`src/rtl/cpu_bus_pkg.sv`:
```
package cpu_bus_pkg;

    typedef enum logic [1:0] {
        MC_FETCH = 2'd0,
        MC_INDIR = 2'd1,
        MC_EXEC  = 2'd2,
        MC_INTR  = 2'd3
    } mcyc_e;

    localparam logic [3:0] OPC_NOP  = 4'h0;
    localparam logic [3:0] OPC_ADD  = 4'h1;
    localparam logic [3:0] OPC_ADDM = 4'h2;
    localparam logic [3:0] OPC_JMP  = 4'h3;
    localparam logic [3:0] OPC_BN   = 4'h4;
    localparam logic [3:0] OPC_EI   = 4'h5;

    localparam int FLG_V = 3;
    localparam int FLG_N = 2;
    localparam int FLG_Z = 1;
    localparam int FLG_C = 0;

    typedef enum logic [2:0] {
        SRC_NONE, SRC_PC, SRC_IRA, SRC_REG, SRC_MDR, SRC_ALU, SRC_SP, SRC_VEC
    } bus_src_e;

    typedef struct packed {
        bus_src_e src;
        logic     reg_rs;
        logic     ld_mar;
        logic     ld_mdr_bus;
        logic     ld_mdr_mem;
        logic     ld_ir;
        logic     ld_la;
        logic     ld_lb;
        logic     ld_pc;
        logic     pc_inc;
        logic     ld_reg;
        logic     ld_psw;
        logic     sp_dec;
        logic     ie_set;
        logic     ie_clr;
        logic     mem_rd;
        logic     mem_wr;
    } ctrl_t;

endpackage

```
`src/rtl/cpu_regfile.sv`:
```
module cpu_regfile #(
    parameter int DW   = 16,
    parameter int NREG = 4,
    localparam int RIW = $clog2(NREG)
) (
    input  logic               clk,
    input  logic               rst,
    input  logic [RIW-1:0]     rd_idx,
    output logic [DW-1:0]      rd_data,
    input  logic               wr_en,
    input  logic [RIW-1:0]     wr_idx,
    input  logic [DW-1:0]      wr_data,
    output logic [NREG*DW-1:0] flat
);
    for (genvar g = 0; g < NREG; g++) begin : g_reg
        logic [DW-1:0] r_q;
        always_ff @(posedge clk) begin
            if (rst)                               r_q <= '0;
            else if (wr_en && wr_idx == RIW'(g))   r_q <= wr_data;
        end
        assign flat[g*DW +: DW] = r_q;
    end

    assign rd_data = flat[rd_idx*DW +: DW];
endmodule

```
`src/rtl/cpu_alu.sv`:
```
module cpu_alu #(
    parameter int DW = 16
) (
    input  logic [DW-1:0] la,
    input  logic [DW-1:0] lb,
    output logic [DW-1:0] sum,
    output logic [3:0]    flags
);
    import cpu_bus_pkg::*;
    logic [DW:0] wide;

    always_comb begin
        wide         = {1'b0, la} + {1'b0, lb};
        sum          = wide[DW-1:0];
        flags        = '0;
        flags[FLG_C] = wide[DW];
        flags[FLG_N] = wide[DW-1];
        flags[FLG_Z] = (wide[DW-1:0] == '0);
        flags[FLG_V] = (la[DW-1] == lb[DW-1]) && (wide[DW-1] != la[DW-1]);
    end
endmodule

```
`src/rtl/cpu_ctrl.sv`:
```
module cpu_ctrl #(
    parameter int BEATS = 6,
    localparam int BW   = $clog2(BEATS)
) (
    input  cpu_bus_pkg::mcyc_e mcycle,
    input  logic [BW-1:0]      beat,
    input  logic [3:0]         op,
    input  logic               neg,
    input  logic               irq,
    input  logic               ie,
    output cpu_bus_pkg::ctrl_t ctl,
    output logic               last,
    output cpu_bus_pkg::mcyc_e next_cyc
);
    import cpu_bus_pkg::*;

    always_comb begin
        ctl     = '0;
        ctl.src = SRC_NONE;
        unique case (mcycle)
            MC_FETCH: case (int'(beat))
                0: begin ctl.src = SRC_PC;  ctl.ld_mar = 1'b1; end
                1: begin ctl.mem_rd = 1'b1; ctl.pc_inc = 1'b1; end
                2: ctl.ld_mdr_mem = 1'b1;
                3: begin ctl.src = SRC_MDR; ctl.ld_ir = 1'b1; end
                default: ;
            endcase
            MC_INDIR: case (int'(beat))
                0: begin ctl.src = SRC_IRA; ctl.ld_mar = 1'b1; end
                1: ctl.mem_rd = 1'b1;
                2: ctl.ld_mdr_mem = 1'b1;
                default: ;
            endcase
            MC_EXEC: begin
                if (op == OPC_ADD || op == OPC_ADDM) begin
                    case (int'(beat))
                        0: begin ctl.src = SRC_REG; ctl.ld_la = 1'b1; end
                        1: begin
                            ctl.src    = (op == OPC_ADD) ? SRC_REG : SRC_MDR;
                            ctl.reg_rs = 1'b1;
                            ctl.ld_mar = 1'b1;
                        end
                        2: ctl.mem_rd = 1'b1;
                        3: ctl.ld_mdr_mem = 1'b1;
                        4: begin ctl.src = SRC_MDR; ctl.ld_lb = 1'b1; end
                        5: begin ctl.src = SRC_ALU; ctl.ld_reg = 1'b1; ctl.ld_psw = 1'b1; end
                        default: ;
                    endcase
                end else if (beat == '0) begin
                    if (op == OPC_JMP || (op == OPC_BN && neg)) begin
                        ctl.src   = SRC_IRA;
                        ctl.ld_pc = 1'b1;
                    end
                    ctl.ie_set = (op == OPC_EI);
                end
            end
            MC_INTR: case (int'(beat))
                0: ctl.sp_dec = 1'b1;
                1: begin ctl.src = SRC_SP;  ctl.ld_mar = 1'b1; end
                2: begin ctl.src = SRC_PC;  ctl.ld_mdr_bus = 1'b1; end
                3: ctl.mem_wr = 1'b1;
                4: begin ctl.src = SRC_VEC; ctl.ld_pc = 1'b1; ctl.ie_clr = 1'b1; end
                default: ;
            endcase
            default: ;
        endcase
    end

    always_comb begin
        last = (beat == BW'(BEATS-1));
        unique case (mcycle)
            MC_FETCH: next_cyc = (op == OPC_ADDM) ? MC_INDIR : MC_EXEC;
            MC_INDIR: next_cyc = MC_EXEC;
            MC_EXEC:  next_cyc = (irq && ie) ? MC_INTR : MC_FETCH;
            default:  next_cyc = MC_FETCH;
        endcase
    end
endmodule

```
`src/rtl/cpu_bus_core.sv`:
```
module cpu_bus_core #(
    parameter int               DW       = 16,
    parameter int               AW       = 8,
    parameter int               NREG     = 4,
    parameter int               BEATS    = 6,
    parameter logic [AW-1:0]    VECTOR   = 8'h20,
    parameter logic [AW-1:0]    SP_RESET = '0,
    localparam int              RIW      = $clog2(NREG),
    localparam int              BW       = $clog2(BEATS)
) (
    input  logic               clk,
    input  logic               rst,
    input  logic               irq,
    output logic [AW-1:0]      mem_addr,
    output logic               mem_rd,
    output logic               mem_wr,
    output logic [DW-1:0]      mem_wdata,
    input  logic [DW-1:0]      mem_rdata,
    output logic [AW-1:0]      obs_pc,
    output logic [AW-1:0]      obs_sp,
    output logic [3:0]         obs_psw,
    output logic               obs_ie,
    output logic [NREG*DW-1:0] obs_regs,
    output logic [1:0]         mcycle
);
    import cpu_bus_pkg::*;

    typedef struct packed {
        mcyc_e         cyc;
        logic [BW-1:0] beat;
        logic [AW-1:0] pc;
        logic [AW-1:0] sp;
        logic [DW-1:0] ir;
        logic [AW-1:0] mar;
        logic [DW-1:0] mdr;
        logic [DW-1:0] la;
        logic [DW-1:0] lb;
        logic [3:0]    psw;
        logic          ie;
    } core_st_t;

    localparam core_st_t RST_ST = '{cyc: MC_FETCH, beat: '0, pc: '0, sp: SP_RESET,
                                    ir: '0, mar: '0, mdr: '0, la: '0, lb: '0,
                                    psw: '0, ie: 1'b0};

    core_st_t      st_q, st_d;
    ctrl_t         ctl;
    mcyc_e         next_cyc;
    logic          last;
    logic [DW-1:0] bus, reg_rdata, alu_sum;
    logic [3:0]    alu_flags;
    logic [3:0]    op_w;
    logic [BW-1:0] beat_w;
    logic [RIW-1:0] rd_fld, rs_fld;

    assign op_w   = st_q.ir[DW-1 -: 4];
    assign rd_fld = st_q.ir[DW-5 -: RIW];
    assign rs_fld = st_q.ir[DW-5-RIW -: RIW];
    assign beat_w = st_q.beat;

    cpu_ctrl #(.BEATS(BEATS)) u_ctrl (
        .mcycle(st_q.cyc), .beat(st_q.beat), .op(op_w), .neg(st_q.psw[FLG_N]),
        .irq(irq), .ie(st_q.ie), .ctl(ctl), .last(last), .next_cyc(next_cyc)
    );

    cpu_regfile #(.DW(DW), .NREG(NREG)) u_rf (
        .clk(clk), .rst(rst), .rd_idx(ctl.reg_rs ? rs_fld : rd_fld), .rd_data(reg_rdata),
        .wr_en(ctl.ld_reg), .wr_idx(rd_fld), .wr_data(bus), .flat(obs_regs)
    );

    cpu_alu #(.DW(DW)) u_alu (
        .la(st_q.la), .lb(st_q.lb), .sum(alu_sum), .flags(alu_flags)
    );

    always_comb begin
        unique case (ctl.src)
            SRC_PC:  bus = DW'(st_q.pc);
            SRC_IRA: bus = DW'(st_q.ir[AW-1:0]);
            SRC_REG: bus = reg_rdata;
            SRC_MDR: bus = st_q.mdr;
            SRC_ALU: bus = alu_sum;
            SRC_SP:  bus = DW'(st_q.sp);
            SRC_VEC: bus = DW'(VECTOR);
            default: bus = '0;
        endcase

        st_d = st_q;
        if (last) begin
            st_d.beat = '0;
            st_d.cyc  = next_cyc;
        end else begin
            st_d.beat = st_q.beat + 1'b1;
        end
        if (ctl.ld_mar)     st_d.mar = bus[AW-1:0];
        if (ctl.ld_mdr_bus) st_d.mdr = bus;
        if (ctl.ld_mdr_mem) st_d.mdr = mem_rdata;
        if (ctl.ld_ir)      st_d.ir  = bus;
        if (ctl.ld_la)      st_d.la  = bus;
        if (ctl.ld_lb)      st_d.lb  = bus;
        if (ctl.pc_inc)     st_d.pc  = st_q.pc + 1'b1;
        if (ctl.ld_pc)      st_d.pc  = bus[AW-1:0];
        if (ctl.ld_psw)     st_d.psw = alu_flags;
        if (ctl.sp_dec)     st_d.sp  = st_q.sp - 1'b1;
        if (ctl.ie_set)     st_d.ie  = 1'b1;
        if (ctl.ie_clr)     st_d.ie  = 1'b0;
    end

    always_ff @(posedge clk) begin
        if (rst) st_q <= RST_ST;
        else     st_q <= st_d;
    end

    assign mem_addr  = st_q.mar;
    assign mem_rd    = ctl.mem_rd;
    assign mem_wr    = ctl.mem_wr;
    assign mem_wdata = st_q.mdr;
    assign obs_pc    = st_q.pc;
    assign obs_sp    = st_q.sp;
    assign obs_psw   = st_q.psw;
    assign obs_ie    = st_q.ie;
    assign mcycle    = st_q.cyc;
endmodule

```
`config.mk`:
```
export PLATFORM = sky130hd
export DESIGN_NAME = cpu_bus_core
export DESIGN_NICKNAME = d
export VERILOG_FILES = /design/src/rtl/cpu_bus_pkg.sv /design/src/rtl/cpu_regfile.sv /design/src/rtl/cpu_alu.sv /design/src/rtl/cpu_ctrl.sv /design/src/rtl/cpu_bus_core.sv
export SDC_FILE = /design/constraint.sdc
export NUM_CORES = 1
export LEC_CHECK = 0
export BUFFER_PORTS_ARGS = -buffer_cell sky130_fd_sc_hd__buf_4
export CAP_MARGIN = 10
export CELL_PAD_IN_SITES_DETAIL_PLACEMENT = 0
export CELL_PAD_IN_SITES_GLOBAL_PLACEMENT = 1
export CORE_MARGIN = 5
export CORE_UTILIZATION = 30
export CTS_CLUSTER_SIZE = 8
export DETAILED_ROUTE_END_ITERATION = 8
export PLACE_DENSITY_LB_ADDON = 0.1
export SLEW_MARGIN = 20
export SYNTH_ARGS = -nofsm -noshare
export SYNTH_HDL_FRONTEND = slang
export SYNTH_SLANG_ARGS = --single-unit
export TNS_END_PERCENT = 20
```
`constraint.sdc`:
```
create_clock -name clk -period 3.8 [get_ports clk]
set_input_delay 0.95 -clock clk [delete_from_list [all_inputs] [get_ports clk]]
set_output_delay 0.95 -clock clk [all_outputs]
set_load 0.02 [all_outputs]
```
==> Word-level counts from Yosys, hierarchy flattened <==
Index checks and enable logic that the tools add are counted.
{ "word_totals": {"inputBits": 19, "reg_bits": 162, "word_cells": 112, "out_inout_bits": 113} }
{ "op_classes": {"n_reduce_logical": 18, "eq_ne": 25, "shift": 1, "addsub": 4, "n_mux": 49} }
{ "op_table": {"columns": ["operator", "count"], "rows": [
  ["16-bit one-hot mux with 7 select lines", 1],
  ["64-bit by 7-bit indexed part select with 16-bit output", 1],
  ["16-bit 2-to-1 mux", 2],
  ["2-bit 2-to-1 mux", 13],
  ["3-bit one-hot mux with 4 select lines", 2],
  ["1-bit 2-to-1 mux", 20],
  ["3-bit equality test (second input constant)", 6],
  ["16-bit by 16-bit adder with 17-bit output", 1],
  ["16-bit zero test", 1],
  ["8-bit 2-to-1 mux", 2],
  ["3-bit by 2-bit equality test with 1-bit output (second input constant)", 4],
  ["3-bit one-hot mux with 3 select lines", 1],
  ["8-bit by 1-bit adder with 8-bit output (second input constant)", 1],
  ["2-bit equality test (second input constant)", 4],
  ["4-bit by 2-bit equality test with 1-bit output (second input constant)", 2],
  ["4-bit by 3-bit equality test with 1-bit output (second input constant)", 2],
  ["8-bit by 1-bit subtractor with 8-bit output (second input constant)", 1],
  ["1-bit logical AND", 7],
  ["3-bit by 1-bit equality test with 1-bit output (second input constant)", 2],
  ["3-bit 2-to-1 mux", 2],
  ["1-bit one-hot mux with 2 select lines", 3],
  ["2-bit one-hot mux with 3 select lines", 1],
  ["3-bit one-hot mux with 2 select lines", 1],
  ["2-bit OR reduction", 3],
  ["10 further kinds", 14]
]} }

==> Longest topological paths before layout <==
{ "depth": {"depth_word": 11, "mapped_depth": 12, "ltp_nobuf": 9} }

==> Hierarchy <==
A second synthesis with hierarchy kept.
{ "unflattened": {"hier_cells": 974, "area_unflattened_um2": 8972.4} }
{ "by_module_without_submodules": {"columns": ["mod", "seq_area_each_um2", "cells_per_inst", "instances", "area_per_inst_um2"], "rows": [
  ["cpu_bus_core", 1961.9, 530, 1, 4674.5],
  ["cpu_regfile", 1281.2, 249, 1, 2945.3],
  ["cpu_alu", 0.0, 120, 1, 929.6],
  ["cpu_ctrl", 0.0, 75, 1, 422.9]
]} }

==> Least setup slack after synthesis <==
OpenSTA, ideal clock, no wires.
{ "synth_path": {"path_kind": "register -> register", "startpoint": "register st_q (netlist bit beat_w[1])", "endpoint": "register st_q[68] in the netlist's numbering", "n_path_buf": 1, "path_slack_ps": 1081, "arrival_ps": 2581, "required_time_ps": 3662, "path_stages_with_launch": 11, "path_cell_list": "dfxtp_1 inv_1 ha_1 and3b_1 and3_1 clkbuf_1 nor2_1 mux4_2 and2_1 nor3_4 a211oi_1"} }
{ "synth_between": {"elab_chain_cells": 7, "word_cells_on_any_way": 28} }
{ "synth_lines": {"columns": ["item", "line", "rtl"], "rows": [
  ["start, declared", "cpu_bus_core.sv:46", "core_st_t st_q, st_d;"],
  ["start signal, assigned", "cpu_bus_core.sv:110", "else st_q <= st_d;"],
  ["3-bit by 1-bit equality test with 1-bit output", "cpu_ctrl.sv:36, cpu_ctrl.sv:57", null],
  ["2-bit 2-to-1 mux", "cpu_ctrl.sv:36", "case (int'(beat))"],
  ["2-bit 2-to-1 mux", "cpu_ctrl.sv:35", "if (op == OPC_ADD || op == OPC_ADDM) begin"],
  ["1-bit 2-to-1 mux", "cpu_ctrl.sv:20", "unique case (mcycle)"],
  ["2-bit 2-to-1 mux", "cpu_bus_core.sv:67", ".clk(clk), .rst(rst), .rd_idx(ctl.reg_rs ? rs_fld : rd_fld), .rd_data(reg_rdata),"],
  ["64-bit by 7-bit indexed part select with 16-bit output", "cpu_regfile.sv:24", "assign rd_data = flat[rd_idx*DW +: DW];"],
  ["16-bit one-hot mux with 7 select lines", "cpu_bus_core.sv:76", "unique case (ctl.src)"]
]} }
Parallel ways exist; a longest one is shown, timed or not.
A chain may end at the register's enable or synchronous reset.

==> Worst setup path in the final report <==
{ "layout_path": {"startpoint": "register st_q (netlist bit beat_w[1])", "endpoint": "register u_rf.g_reg[2].r_q[3]"} }
{ "layout_between": {"elab_chain_cells": 7, "word_cells_on_any_way": 30} }
{ "layout_lines": {"columns": ["item", "line", "rtl"], "rows": [
  ["3-bit by 1-bit equality test with 1-bit output", "cpu_ctrl.sv:36, cpu_ctrl.sv:57", null],
  ["2-bit 2-to-1 mux", "cpu_ctrl.sv:36", null],
  ["2-bit 2-to-1 mux", "cpu_ctrl.sv:35", null],
  ["1-bit 2-to-1 mux", "cpu_ctrl.sv:20", null],
  ["2-bit 2-to-1 mux", "cpu_bus_core.sv:67", null],
  ["64-bit by 7-bit indexed part select with 16-bit output", "cpu_regfile.sv:24", null],
  ["16-bit one-hot mux with 7 select lines", "cpu_bus_core.sv:76", null],
  ["end signal, assigned", "cpu_regfile.sv:19", "else if (wr_en && wr_idx == RIW'(g)) r_q <= wr_data;"],
  ["end, declared", "cpu_regfile.sv:16", "logic [DW-1:0] r_q;"]
]} }
Parallel ways exist; a longest one is shown, timed or not.

==> results_dict.tcl <==
set metrics [dict create \
    grt_pass1_wl_mm 49.7 \
    nets 1146 \
    grt.overflow.total 0 \
    cts.clk_slew.worst_paths_ns 0.08 \
    mostFrequentLayoutCells "166 x buf_4, 162 x dfxtp_1, 126 x nor2_1, 82 x a211oi_1, 78 x nand2_1" \
    die-width_um 181 \
    mostFrequentLayoutCell "buf_4" \
    worstSetupStartpointType "flop" \
    dr.pass1.iters 5 \
    gp_congestion 0.849 \
    cts.htree.levels 4 \
    wirelength_mm 33.0 \
    worstMarginPinSlew_ns 0.914 \
    grt_max_degree 77 \
    holdCritPathClass "reg2reg" \
    initial_utilization 0.305 \
    synthAdderAreaFrac 0.0351 \
    cts_buffers 17 \
    ys_warn_count 0 \
    cts_buffer_depth 2 \
    postSynthAreaPerCell_um2 8.57 \
    antennaDiodeCount 0 \
    synth_top_family_by_area "compound AO/OA/AOI/OAI gates" \
    finalPower_mw 4.04 \
    rsz0062_at_grt "no" \
    ys_seq_elements 162 \
    synth_edf_count 0 \
    async_flop_share 0 \
    ant_nets 0 \
    crit_slowest_cell "a31oi_1" \
    multiInputGateArea_mm2 0.00488 \
    synth_xor_area_frac 0.0218 \
    cts_tree "yes" \
    syn_nets 1066 \
    cp_top_family "compound AO/OA/AOI/OAI gates" \
    track_usage 0.195 \
    worstSetupPathType "reg2reg" \
    min-delay-start "obs_psw[3]$_SDFFE_PP0P_" \
    crit_fanout 14 \
    worstSetupStartpoint "beat_w[1]$_SDFF_PP0_" \
    wl_per_cell_um 22.0 \
    grt_pass1_vias 7778 \
    crit_chain "inv_1, ha_1, nor2b_1, a31oi_1, nor2_1, buf_4, a2111oi_0, nor3_1, nor3_4, a211oi_1" \
    tns_ns 0 \
    ys.flop_type "dfxtp_1" \
    max_freq_mhz 287 \
    slowest_delay_ns 0.63 \
    postSynthCellCount 1023 \
    regArea_mm2 0.00324 \
    hold_viol_final 0 \
    coreArea_mm2 0.0288 \
    endpoint_kind "flop" \
    dp_hpwl_mm 23.9 \
    ir_drop_uv 238 \
    clkSinkCount 162 \
    fill_cells 3055 \
    finClkSkew_ns 0.0167 \
    netlist.area_leader.share 0.370 \
    die_area_mm2 0.0327 \
    cp.arrival_ns 3.77 \
    vias 8045 \
    layout_min_cycle_time_ns 3.49 \
    post_route_cells_drive_above_1_share 0.219 \
    synth_top_area_cell "dfxtp_1" \
    drc 0 \
    clkLatencyLatePin_ns 0.44 \
    finalCritPeriodShare 0.918 \
    setup-violations-final 0 \
    yosysUniqueCellTypes 80 \
    worst_slew_margin_rel 0.390 \
    antenna_found_initial 0 \
    root_buffer "clkbuf_16" \
    crit_buf_inv 2 \
    via_per_inst 5.36 \
    synthMuxAreaShare 0.0504 \
    pin_count 132 \
    syn_to_final_growth_pct 20.2 \
    portBuffers 131 \
    yosys.area_share.simple 0.198 \
    total_leakage_power_nw 4.09 \
    powerDensity_mw_per_mm2 383 \
    fp.dieH_um 181 \
    final_max_slew_viol_count 0 \
    syn_area_mm2 0.00877 \
    reg2reg_from "beat_w[1]$_SDFF_PP0_" \
    drv_cap 0 \
    ys_seq_area_frac 0.370 \
    drtIter0Drc 499 \
    synth_compound_area_frac 0.249 \
    rows 62 \
    ys_top_cells_by_area "dfxtp_1 37%, a211oi_1 7.0%, nor2_1 5.5%" \
    critPathRequiredTime_ns 4.08 \
    status "completed" \
]
==> layout make-up <==
cell class,count,share of cell area
Sequential cell,162,0.308
Timing Repair Buffer,167,0.120
Tap cell,384,0.0456
Multi-Input combinational cell,741,0.463
Inverter,14,0.00498
Clock buffer,18,0.0417
Clock inverter,14,0.0176
==> cells in the mapped netlist (all sizes together), types with 10 or more instances <==
cell type,count
buf,62
mux2i,28
and2,14
and3,12
nand2,80
inv,14
xor2,11
clkbuf,44
ha,23
a211oi,85
a21oi,69
nor3,34
o21ai,37
a22oi,12
nand3,45
nor2,129
o211ai,11
xnor2,10
a21o,10
o31ai,14
dfxtp,162
==> routing by layer <==
layer / track usage / vias to the layer above / routed length [µm]
met5: 0 / - / 0
met4: 0.0453 / 0 / 409
met3: 0.0348 / 22 / 1750
met2: 0.305 / 239 / 14800
met1: 0.282 / 3873 / 16000
li1: - / 3911 / -
==> final timing paths <==
kind	to	depth (start not counted)	slack, ns
worst min register to register	obs_psw[3]$_SDFFE_PP0P_	2	0.47
worst min-delay path	obs_psw[3]$_SDFFE_PP0P_	2	0.47
worst max-delay path	u_rf.g_reg[2].r_q[3]$_SDFFE_PP0P_	10	0.31
worst max register to register	u_rf.g_reg[2].r_q[3]$_SDFFE_PP0P_	10	0.31
==> worst min-delay path, delay by kind of cell, from the launching register on <==
kind	cells	cell delay, ns
flops	1	0.32
simple gates	1	0.05
compound gates	1	0.05
==> state kept, by name (all words and copies together), names as in the netlist <==
signal      cells
mem_wdata      16
obs_psw         4
mcycle          2
u_rf.g.r_q     64
beat_w          3
st_q           40
obs_ie          1
obs_sp          8
obs_pc          8
mem_addr        8
rs_fld          2
rd_fld          2
op_w            4
==> cells by family after synthesis <==
logic type      after synthesis
fa+ha+maj                    24
compound gates              307
buf+inv                     120
xor+xnor                     21
simple gates                352
mux                          37
flops                       162
==> power breakdown <==
group          internal, mW  leakage (nW)  switching, mW  total (mW)
clock network         0.971         0.302          0.862        1.83
registers              1.74          1.31         0.0466        1.78
logic                 0.149          2.48          0.274       0.423
total                  2.86          4.09           1.18        4.04
==> stage by stage <==
| step | util | hold WS (ns) | setup slack, ns | instances | area (µm²) |
|---|---|---|---|---|---|
| 5_1_grt | 0.366 | 0.481 | 0.0265 | 1500 | 10500 |
| 4_1_cts | 0.365 | 0.469 | 0.201 | 1499 | 10500 |
| 3_3_place_gp | 0.344 | 0.449 | 0.253 | 1467 | 9890 |
| 3_5_place_dp | 0.344 | 0.455 | 0.236 | 1467 | 9890 |
| 2_1_floorplan | - | 0.430 | 1.08 | 1023 | 8770 |
| 6_report | 0.366 | 0.469 | 0.311 | 1500 | 10500 |
==> repair_timing <==
action                                  4_1_cts  5_1_grt
resized for setup                             0        1
setup buffers                                 0        1
hold buffers                                  0        0
endpoints found under the setup margin        0       11
endpoints found under the hold margin         0        0
Power figures use the tool's default switching activity.
